**config.mk**
```make
export PLATFORM = sky130hd
export DESIGN_NAME = usbdev_presence_ctrl
export DESIGN_NICKNAME = d
export VERILOG_FILES = /design/src/rtl/usbdev_presence_pkg.sv /design/src/rtl/usbdev_disc_timer.sv /design/src/rtl/usbdev_wake_window.sv /design/src/rtl/usbdev_in_handshake.sv /design/src/rtl/usbdev_presence_ctrl.sv
export SDC_FILE = /design/constraint.sdc
export NUM_CORES = 1
export LEC_CHECK = 0
export BUFFER_PORTS_ARGS = -buffer_cell sky130_fd_sc_hd__buf_2
export CAP_MARGIN = 10
export CORE_AREA = 8 8 104 106
export CTS_BUF_LIST = sky130_fd_sc_hd__clkbuf_4 sky130_fd_sc_hd__clkbuf_8
export CTS_CLUSTER_DIAMETER = 40
export CTS_CLUSTER_SIZE = 8
export DETAILED_ROUTE_END_ITERATION = 7
export DIE_AREA = 0 0 112 114
export MAX_ROUTING_LAYER = met4
export SLEW_MARGIN = 20
export SYNTH_ARGS = -nofsm -noshare
export SYNTH_HDL_FRONTEND = slang
export SYNTH_SLANG_ARGS = --single-unit
export TNS_END_PERCENT = 1
```
**constraint.sdc**
```tcl
create_clock -name clk -period 6.6 [get_ports clk]
set_input_delay 1.32 -clock clk [delete_from_list [all_inputs] [get_ports clk]]
set_output_delay 1.32 -clock clk [all_outputs]
set_load 0.03 [all_outputs]
```
**src/rtl/usbdev_presence_pkg.sv**
```systemverilog
package usbdev_presence_pkg;
  typedef enum logic [1:0] {SPD_HIGH = 2'b00, SPD_FULL = 2'b01, SPD_LOW = 2'b10} speed_e;
  typedef enum logic [1:0] {ST_ACTIVE = 2'b00, ST_IDLE = 2'b01, ST_SUSP = 2'b10} devst_e;
  localparam logic [1:0] OPM_NORMAL = 2'b00;
  localparam logic [1:0] OPM_NODRIVE = 2'b01;
endpackage

```
**src/rtl/usbdev_disc_timer.sv**
```systemverilog
module usbdev_disc_timer
  import usbdev_presence_pkg::*;
#(
  parameter int MIN_HS_SUSP = 1003,
  parameter int MIN_HS_IDLE = 3003,
  parameter int MIN_HS_ACT  = 125,
  parameter int MIN_FS_SUSP = 1003,
  parameter int MIN_FS_IDLE = 3,
  parameter int MIN_FS_ACT  = 3,
  parameter int MARGIN_W    = 8
) (
  input  logic                clk,
  input  logic                rst_n,
  input  logic                i_soft_disc,
  input  logic                i_tick,
  input  logic [1:0]          i_speed,
  input  logic [1:0]          i_dev_state,
  input  logic [MARGIN_W-1:0] i_margin_us,
  output logic                o_seen
);
  localparam int BASE_MAX = MIN_HS_IDLE;
  localparam int LIM_MAX  = BASE_MAX + (1 << MARGIN_W) - 1;
  localparam int CW       = $clog2(LIM_MAX + 1);

  logic          sd_q, active_q;
  logic [CW-1:0] cnt_q, lim_q, base;

  // base limit from sampled speed and state; reserved codes fall to the active case
  always_comb begin
    if (i_speed == SPD_HIGH) begin
      case (i_dev_state)
        ST_SUSP: base = CW'(MIN_HS_SUSP);
        ST_IDLE: base = CW'(MIN_HS_IDLE);
        default: base = CW'(MIN_HS_ACT);
      endcase
    end else begin
      case (i_dev_state)
        ST_SUSP: base = CW'(MIN_FS_SUSP);
        ST_IDLE: base = CW'(MIN_FS_IDLE);
        default: base = CW'(MIN_FS_ACT);
      endcase
    end
  end

  always_ff @(posedge clk) begin
    if (!rst_n) begin
      sd_q     <= 1'b0;
      active_q <= 1'b0;
      cnt_q    <= '0;
      lim_q    <= '0;
    end else begin
      sd_q <= i_soft_disc;
      if (!i_soft_disc) begin
        active_q <= 1'b0;
        cnt_q    <= '0;
      end else if (!sd_q) begin
        active_q <= 1'b1;
        cnt_q    <= '0;
        lim_q    <= base + CW'(i_margin_us);
      end else if (i_tick && cnt_q < lim_q) begin
        cnt_q <= cnt_q + 1'b1;
      end
    end
  end

  assign o_seen = i_soft_disc && active_q && (cnt_q >= lim_q);
endmodule

```
**src/rtl/usbdev_wake_window.sv**
```systemverilog
module usbdev_wake_window
  import usbdev_presence_pkg::*;
#(
  parameter int WAKE_MIN = 1000,
  parameter int WAKE_MAX = 15000
) (
  input  logic       clk,
  input  logic       rst_n,
  input  logic       i_req,
  input  logic       i_soft_disc,
  input  logic       i_tick,
  input  logic [1:0] i_dev_state,
  output logic       o_resume_en,
  output logic       o_susp_exit,
  output logic       o_early_err,
  output logic       o_overrun_err
);
  localparam int CW = $clog2(WAKE_MAX + 1);

  logic          req_q, armed_q, exit_q, early_q, ovr_q;
  logic [CW-1:0] cnt_q;
  logic          rise, fall, susp;

  assign rise = i_req && !req_q;
  assign fall = !i_req && req_q;
  assign susp = (i_dev_state == ST_SUSP);

  always_ff @(posedge clk) begin
    if (!rst_n) begin
      req_q   <= 1'b0;
      armed_q <= 1'b0;
      exit_q  <= 1'b0;
      early_q <= 1'b0;
      ovr_q   <= 1'b0;
      cnt_q   <= '0;
    end else begin
      req_q  <= i_req;
      exit_q <= 1'b0;
      if (rise) begin
        if (!i_soft_disc) begin
          armed_q <= 1'b1;
          cnt_q   <= '0;
          early_q <= 1'b0;
          ovr_q   <= 1'b0;
          exit_q  <= susp;
        end
      end else if (armed_q) begin
        if (fall) begin
          armed_q <= 1'b0;
          early_q <= (cnt_q < CW'(WAKE_MIN));
        end else if (i_tick) begin
          cnt_q <= cnt_q + 1'b1;
          if (cnt_q + 1'b1 >= CW'(WAKE_MAX)) begin
            armed_q <= 1'b0;
            ovr_q   <= 1'b1;
          end
        end
      end
    end
  end

  assign o_resume_en   = armed_q && susp && !i_soft_disc;
  assign o_susp_exit   = exit_q;
  assign o_early_err   = early_q;
  assign o_overrun_err = ovr_q;
endmodule

```
**src/rtl/usbdev_in_handshake.sv**
```systemverilog
module usbdev_in_handshake #(
  parameter int                NUM_EP     = 4,
  parameter logic [NUM_EP-1:0] NP_EP_MASK = 4'b0111
) (
  input  logic              i_gnp_nak,
  input  logic [NUM_EP-1:0] i_fifo_avail,
  output logic [NUM_EP-1:0] o_nak
);
  for (genvar e = 0; e < NUM_EP; e++) begin : g_ep
    if (NP_EP_MASK[e]) begin : g_np
      assign o_nak[e] = i_gnp_nak || !i_fifo_avail[e];
    end else begin : g_per
      assign o_nak[e] = !i_fifo_avail[e];
    end
  end
endmodule

```
**src/rtl/usbdev_presence_ctrl.sv**
```systemverilog
module usbdev_presence_ctrl
  import usbdev_presence_pkg::*;
#(
  parameter int                NUM_EP     = 4,
  parameter logic [NUM_EP-1:0] NP_EP_MASK = 4'b0111
) (
  input  logic              clk,
  input  logic              rst_n,
  input  logic              i_soft_disc,
  input  logic              i_rwake_req,
  input  logic              i_gnp_nak,
  input  logic [1:0]        i_speed,
  input  logic [1:0]        i_dev_state,
  input  logic [NUM_EP-1:0] i_fifo_avail,
  input  logic              i_tick,
  input  logic [7:0]        i_margin_us,
  output logic [1:0]        o_opmode,
  output logic [NUM_EP-1:0] o_in_nak,
  output logic              o_resume_en,
  output logic              o_susp_exit,
  output logic              o_disc_seen,
  output logic              o_wake_early_err,
  output logic              o_wake_overrun_err
);
  assign o_opmode = i_soft_disc ? OPM_NODRIVE : OPM_NORMAL;

  usbdev_in_handshake #(.NUM_EP(NUM_EP), .NP_EP_MASK(NP_EP_MASK)) u_hs (
    .i_gnp_nak   (i_gnp_nak),
    .i_fifo_avail(i_fifo_avail),
    .o_nak       (o_in_nak)
  );

  usbdev_disc_timer #(.MARGIN_W(8)) u_disc (
    .clk        (clk),
    .rst_n      (rst_n),
    .i_soft_disc(i_soft_disc),
    .i_tick     (i_tick),
    .i_speed    (i_speed),
    .i_dev_state(i_dev_state),
    .i_margin_us(i_margin_us),
    .o_seen     (o_disc_seen)
  );

  usbdev_wake_window #(.WAKE_MIN(1000), .WAKE_MAX(15000)) u_wake (
    .clk          (clk),
    .rst_n        (rst_n),
    .i_req        (i_rwake_req),
    .i_soft_disc  (i_soft_disc),
    .i_tick       (i_tick),
    .i_dev_state  (i_dev_state),
    .o_resume_en  (o_resume_en),
    .o_susp_exit  (o_susp_exit),
    .o_early_err  (o_wake_early_err),
    .o_overrun_err(o_wake_overrun_err)
  );
endmodule

```
==> impl_metrics.py, run 1 <==
metrics = {
    "clocking": {
        "clk_pin_slew_ns": 0.08,
        "holdBufCountCts": 0,
        "cts_tree": "built",
        "cts.sinks": 45,
        "cts_setup_buffers": 0,
        "cts_buffers": 5,
        "cts_root_buf": "clkbuf_8",
        "htree_levels": 2,
        "max-clock-path-buffers": 2,
        "insertion_delay_ns": 0.29,
        "cts.repair.resized": 0,
    },
    "yosys": {
        "synth_edf_count": 0,
        "synthesis.area_mm2": 0.00311,
        "synth_seq_area_share_pct": 28.9,
        "ys_ff_latch": 45,
        "synth_fp_nets": 451,
        "yosys_warnings": 0,
        "post_synth.cell_area_avg_um2": 7.76,
        "synthDistinctLibCells": 56,
        "synthFlopType": "dfxtp_1",
        "syn_inst": 401,
        "async_flop_share_pct": 0,
    },
    "setup_path": {
        "path_delay_family": "compound AO/OA/AOI/OAI gates",
        "cp_common_cell": "a21o_1",
        "endpoint_kind": "primary output",
        "crit_type": "reg2out",
        "cp_slowest_cell": "o21ai_1",
        "worstPathRequired_ns": 5.28,
        "r2r_start": "u_wake.req_q",
        "r2r_slack_ns": 4.18,
        "crit_start": "u_disc.lim_q[5]",
        "cp.arrival_ns": 2.53,
        "crit_fanout": 14,
        "crit_buf_inv": 2,
        "path_cells": "inv_1, ha_1, a21o_1, a21o_1, a21oi_1, o21ai_1, o311a_1, buf_2",
        "slowest_delay_ns": 0.81,
        "cp-start-kind": "flip-flop",
    },
    "sta": {
        "max_freq_mhz": 260,
        "fin_crit_ns": 3.85,
        "holdWs_ns": 0.454,
        "fin_ws_ns": 2.75,
        "setup_tns_ns": 0,
        "setup_viol": 0,
        "slew_viol_final": 0,
        "hold_violations": 0,
        "grt_setup_unrepaired": "false",
        "fin_skew_ns": 0.00441,
        "maxSlewHeadroom_pct": 30.2,
        "fin_crit_sh_pct": 58.4,
        "worst_slew_pin_slew_ns": 1.04,
    },
    "route": {
        "final_antenna_net_count": 0,
        "vias": 2822,
        "drt_iter0_markers": 131,
        "first_pass_iters": 4,
        "wl_per_cell_um": 14.1,
        "via_per_inst": 5.34,
        "wl_mm": 7.43,
        "drc_errors": 0,
    },
    "place": {
        "dp.final_hpwl_mm": 5.65,
        "io_buffers": 31,
        "dp_cells": 521,
        "place.gp.congestion": 0.837,
        "place_ws_ns": 2.90,
    },
    "min_path": {
        "hold_class": "reg2reg",
        "hp-start": "u_disc.lim_q[11]",
    },
    "pwr": {
        "p_per_area_mw_per_mm2": 171,
        "power_uw": 578,
        "worst_ir_drop_vdd_uv": 71.7,
        "p_leak_nw": 1.35,
    },
    "finish": {
        "final_common_cell": "dfxtp_1",
        "layout_common_cells": "45 x dfxtp_1, 40 x a21oi_1, 35 x nand2_1",
        "reg_top3": "u_wake.cnt_q (14), u_disc.cnt_q (12), u_disc.lim_q (12)",
        "nNetsFinal": 467,
        "instances_no_fill": 528,
        "regMostFlops": "u_wake.cnt_q",
        "diodes": 0,
        "syn2layout_area_growth_pct": 8.28,
        "drive_gt1_share_pct": 10.6,
        "largest_reg_flops": 14,
    },
    "die": {
        "boundaryPins": 33,
        "core_mm2": 0.00911,
        "die_height_um": 114,
        "die_w_um": 112,
        "die_area_mm2": 0.0128,
        "initial_core_util_pct": 34.2,
        "rows": 35,
    },
    "global_route": {
        "grt_pass1_wl_mm": 12.8,
        "grt_overflow": 0,
        "antenna_found_initial": 0,
        "grt_pass1_vias": 2643,
        "grt_usage_pct": 12.3,
        "grt_max_degree": 27,
    },
    "outcome": {
        "status": "finished, final reports clean",
    },
    "flow_run": {
        "cap_violations": 0,
    },
}
==> logic make-up (layout without fill, tap and decap cells) <==
logic type	count (synthesis)	after routing	share of synthesized area, %
flops	45	45	28.9
buf+inv	52	68	7.68
compound gates	111	111	22.1
mux	8	8	2.57
fa+ha+maj	28	28	11.5
xor+xnor	6	6	1.69
simple gates	150	150	25.4
other cells	1	1	0.120
==> per-layer routing <==
metal	vias to the layer above	part of all wire [%]	global-route usage, %
met1	1308	51	15.8
met3	6	1.7	1.48
met2	38	46	20.2
met4	0	1.0	3.24
li1	1470	-	-
met5	-	0	-
==> cell type report <==
class                           instances  area [µm²]
Fill cell                             971        5740
Multi-Input combinational cell        304        1970
Sequential cell                        45         901
Timing Repair Buffer                   31         155
Tap cell                              111         139
Inverter                               30         113
Clock buffer                            7        90.1
==> worst reg2reg max path: stages (launching register included) <==
cell      delay [ns]
dfxtp_1         0.34
inv_1           0.05
ha_1            0.42
nand3b_1        0.31
or3_1           0.54
or4b_1          0.54
a21oi_1         0.14
==> path summary, 6_finish.rpt <==
| path | endpoint | cells past startpoint |
|---|---|---|
| max | o_disc_seen | 8 |
| min | u_disc.lim_q[11] | 2 |
| max reg2reg | u_wake.cnt_q[3] | 6 |
| min reg2reg | u_disc.lim_q[11] | 2 |
==> through the flow <==
step / instance area, µm² / utilization, %
after floorplan: 3110 / -
after global placement: 3280 / 36.0
after detailed placement: 3280 / 36.0
after CTS: 3370 / 37.0
after global routing: 3370 / 37.0
final: 3370 / 37.0
==> report_power, final <==
group | switching (mW) | internal [mW]
clock | 0.0931 | 0.0874
combinational | 0.0718 | 0.0414
sequential | 0.00446 | 0.280
==> synth_stat cells, types with 9 or more instances <==
library cell,count,area [µm²]
nor3_1,9,45.0
nand4_1,19,119
a21oi_1,40,200
nor2_1,30,113
inv_1,29,109
o21ai_0,17,85.1
dfxtp_1,45,901
nand2_1,35,131
ha_1,27,338
clkbuf_1,10,37.5
nand2b_1,14,87.6
Power figures use the tool's default switching activity.
==> run 2: changes to the inputs <==
--- a/config.mk
+++ b/config.mk
@@ -5,14 +5,15 @@
 export SDC_FILE = /design/constraint.sdc
 export NUM_CORES = 1
 export LEC_CHECK = 0
+export ABC_AREA = 1
 export BUFFER_PORTS_ARGS = -buffer_cell sky130_fd_sc_hd__buf_2
 export CAP_MARGIN = 10
-export CORE_AREA = 8 8 104 106
+export CORE_AREA = 8 8 101 103
 export CTS_BUF_LIST = sky130_fd_sc_hd__clkbuf_4 sky130_fd_sc_hd__clkbuf_8
 export CTS_CLUSTER_DIAMETER = 40
 export CTS_CLUSTER_SIZE = 8
 export DETAILED_ROUTE_END_ITERATION = 7
-export DIE_AREA = 0 0 112 114
+export DIE_AREA = 0 0 109 111
 export MAX_ROUTING_LAYER = met4
 export SLEW_MARGIN = 20
 export SYNTH_ARGS = -nofsm -noshare
==> constraint.sdc (replaced) <==
create_clock -name clk -period 3.2 [get_ports clk]
set_input_delay 0.64 -clock clk [delete_from_list [all_inputs] [get_ports clk]]
set_output_delay 0.64 -clock clk [all_outputs]
set_load 0.03 [all_outputs]
==> impl_metrics.py, run 2 <==
metrics = {
    "pwr": {
        "power_mw": 1.26,
        "worst_ir_drop_vdd_uv": 180,
        "p_leak_nw": 1.50,
        "p_per_area_mw_per_mm2": 380,
    },
    "sta": {
        "max_freq_mhz": 383,
        "fin_crit_ns": 2.61,
        "fin_ws_ns": 0.590,
        "holdWs_ns": 0.456,
        "maxSlewHeadroom_pct": 55.6,
        "slew_viol_final": 0,
        "setup_tns_ns": 0,
        "grt_setup_unrepaired": "false",
        "worst_slew_pin_slew_ns": 0.665,
        "hold_violations": 0,
        "fin_crit_sh_pct": 81.6,
        "setup_viol": 0,
        "fin_skew_ns": 0.0137,
    },
    "setup_path": {
        "crit_fanout": 5,
        "endpoint_kind": "primary output",
        "r2r_slack_ns": 1.14,
        "cp_common_cell": "nand2_1",
        "path_cells": "ha_1, a21oi_1, o21ai_0, nand2_1, o211a_1, nand2_1, o211ai_1, inv_1, buf_2",
        "crit_type": "reg2out",
        "cp_slowest_cell": "dfxtp_1",
        "cp.arrival_ns": 1.97,
        "cp-start-kind": "flip-flop",
        "r2r_cells": 10,
        "worstPathRequired_ns": 2.56,
        "slowest_delay_ns": 0.44,
        "r2r-end": "u_disc.cnt_q[8]",
        "r2r_start": "u_disc.cnt_q[7]",
    },
    "clocking": {
        "insertion_delay_ns": 0.30,
        "holdBufCountCts": 0,
        "cts.sinks": 45,
        "htree_levels": 2,
        "clk_pin_slew_ns": 0.09,
        "cts_root_buf": "clkbuf_8",
        "cts_buffers": 5,
        "cts.repair.resized": 0,
        "cts_tree": "built",
        "max-clock-path-buffers": 2,
        "cts_setup_buffers": 0,
    },
    "yosys": {
        "synthDistinctLibCells": 32,
        "synth_edf_count": 0,
        "synth_fp_nets": 482,
        "synth_top_area_share_pct": 30.5,
        "yosysMostFrequentCell": "nand2_1",
        "synthesis.area_mm2": 0.00295,
        "yosysTopAreaCell": "dfxtp_1",
        "synthFlopType": "dfxtp_1",
        "synth_seq_area_share_pct": 30.5,
        "yosys-top-cells-area": "dfxtp_1 31%, nand2_1 13%, ha_1 11%, a21oi_1 8.5%, inv_1 8.3%",
        "post_synth.cell_area_avg_um2": 6.83,
        "async_flop_share_pct": 0,
        "ys_ff_latch": 45,
        "syn_inst": 432,
        "synth.top_cells.by_count": "102 x nand2_1, 65 x inv_1, 50 x a21oi_1, 45 x dfxtp_1, 28 x nor2_1",
        "yosys_warnings": 0,
    },
    "die": {
        "rows": 34,
        "core_mm2": 0.00855,
        "die_w_um": 109,
        "die_height_um": 111,
        "boundaryPins": 33,
        "initial_core_util_pct": 34.5,
        "die_area_mm2": 0.0121,
    },
    "route": {
        "first_pass_iters": 4,
        "wl_per_cell_um": 11.7,
        "drc_errors": 0,
        "wl_mm": 6.67,
        "via_per_inst": 4.69,
        "drt_iter0_markers": 113,
        "vias": 2667,
        "final_antenna_net_count": 0,
    },
    "finish": {
        "layout_common_cells": "102 x nand2_1, 65 x inv_1, 50 x a21oi_1",
        "final_common_cell": "nand2_1",
        "largest_reg_flops": 14,
        "diodes": 0,
        "reg_top3": "u_wake.cnt_q (14), u_disc.cnt_q (12), u_disc.lim_q (12)",
        "fillers": 897,
        "instances_no_fill": 569,
        "syn2layout_area_growth_pct": 12.5,
        "nNetsFinal": 510,
        "regMostFlops": "u_wake.cnt_q",
        "drive_gt1_share_pct": 11.1,
    },
    "flow_run": {
        "cap_violations": 0,
    },
    "min_path": {
        "hold_class": "reg2reg",
        "whs_endpoint": "u_wake.o_overrun_err",
        "whs_path_depth": 2,
        "hp-start": "u_wake.o_overrun_err",
    },
    "outcome": {
        "status": "finished, final reports clean",
    },
    "place": {
        "place_ws_ns": 0.493,
        "place.gp.congestion": 0.882,
        "io_buffers": 31,
        "dp_cells": 561,
        "dp.final_hpwl_mm": 5.22,
    },
    "global_route": {
        "grt_max_degree": 22,
        "grt_usage_pct": 11.7,
        "grt_overflow": 0,
        "grt_pass1_vias": 2481,
        "antenna_found_initial": 0,
        "grt_pass1_wl_mm": 11.4,
    },
}
==> run 2: cell count changes in the layout (fill, tap and decap cells not counted), sizes merged, moves of 6 or more <==
cell    before  now
a21oi       40   51
inv         29   70
mux2i        8    0
nand2       36  102
nand2b      15    0
nand3        9   23
nand4       19    7
o21a         6    0
o21ai       25   17
o31ai        6    0
xor2         3   16
==> run 2: worst max-delay path by stage <==
stage / startpoint / endpoint
3_5_place_dp: i_speed[1] / u_disc.lim_q[8]
2_1_floorplan: i_dev_state[0] / u_disc.lim_q[9]
6_report: u_disc.cnt_q[7] / o_disc_seen
3_3_place_gp: i_speed[1] / u_disc.lim_q[7]
4_1_cts: u_disc.cnt_q[7] / o_disc_seen
5_1_grt: u_disc.cnt_q[7] / o_disc_seen
==> run 2: metrics by stage <==
| stage | util [%] | cell area (µm²) |
|---|---|---|
| final | 38.8 | 3320 |
| after global routing | 38.8 | 3320 |
| after CTS | 38.8 | 3320 |
| after detailed placement | 37.4 | 3200 |
| after global placement | 37.4 | 3200 |
| after floorplan | - | 2950 |
==> run 2: kinds of logic after synthesis <==
logic type	Yosys count	share of synthesized area, %
buffers and inverters	83	10.9
flip-flops	45	30.5
adder cells (fa/ha/maj)	28	12.1
AND/OR/NAND/NOR	175	25.4
other	1	0.127
XOR/XNOR	20	5.94
AO/OA/AOI/OAI	80	14.9
==> run 2: report_power, final <==
group / internal, mW / leakage (nW) / switching (mW)
Sequential: 0.578 / 0.366 / 0.00794
Clock: 0.263 / 0.0619 / 0.194
Combinational: 0.0776 / 1.07 / 0.141
Total: 0.919 / 1.50 / 0.343
==> run 2: metal layers <==
layer | part of all wire, % | vias to the layer above | global-route usage [%]
met4 | 0.86 | 0 | 3.29
li1 | - | 1438 | -
met3 | 2.6 | 2 | 1.86
met1 | 47 | 1190 | 13.8
met2 | 50 | 37 | 19.7
met5 | 0 | - | -
==> run 2: critical path: cells and delay by family (launching register included) <==
kind	cells	cell delay (ns)
AOI/OAI and AO/OA	4	0.59
adders and majority gates	1	0.30
buffers and inverters	2	0.23
DFF	1	0.44
and+or+nand+nor	2	0.11
==> run 2: area by class of cell <==
type                       count  area [µm²]  area share (%)
clock buffer                   7        90.1            2.71
clock inverter                 1        30.0           0.905
inverter                      71         267            8.03
multi-input combinational    304        1730            52.0
sequential                    45         901            27.1
tap                          108         135            4.07
timing repair buffer          33         170            5.13
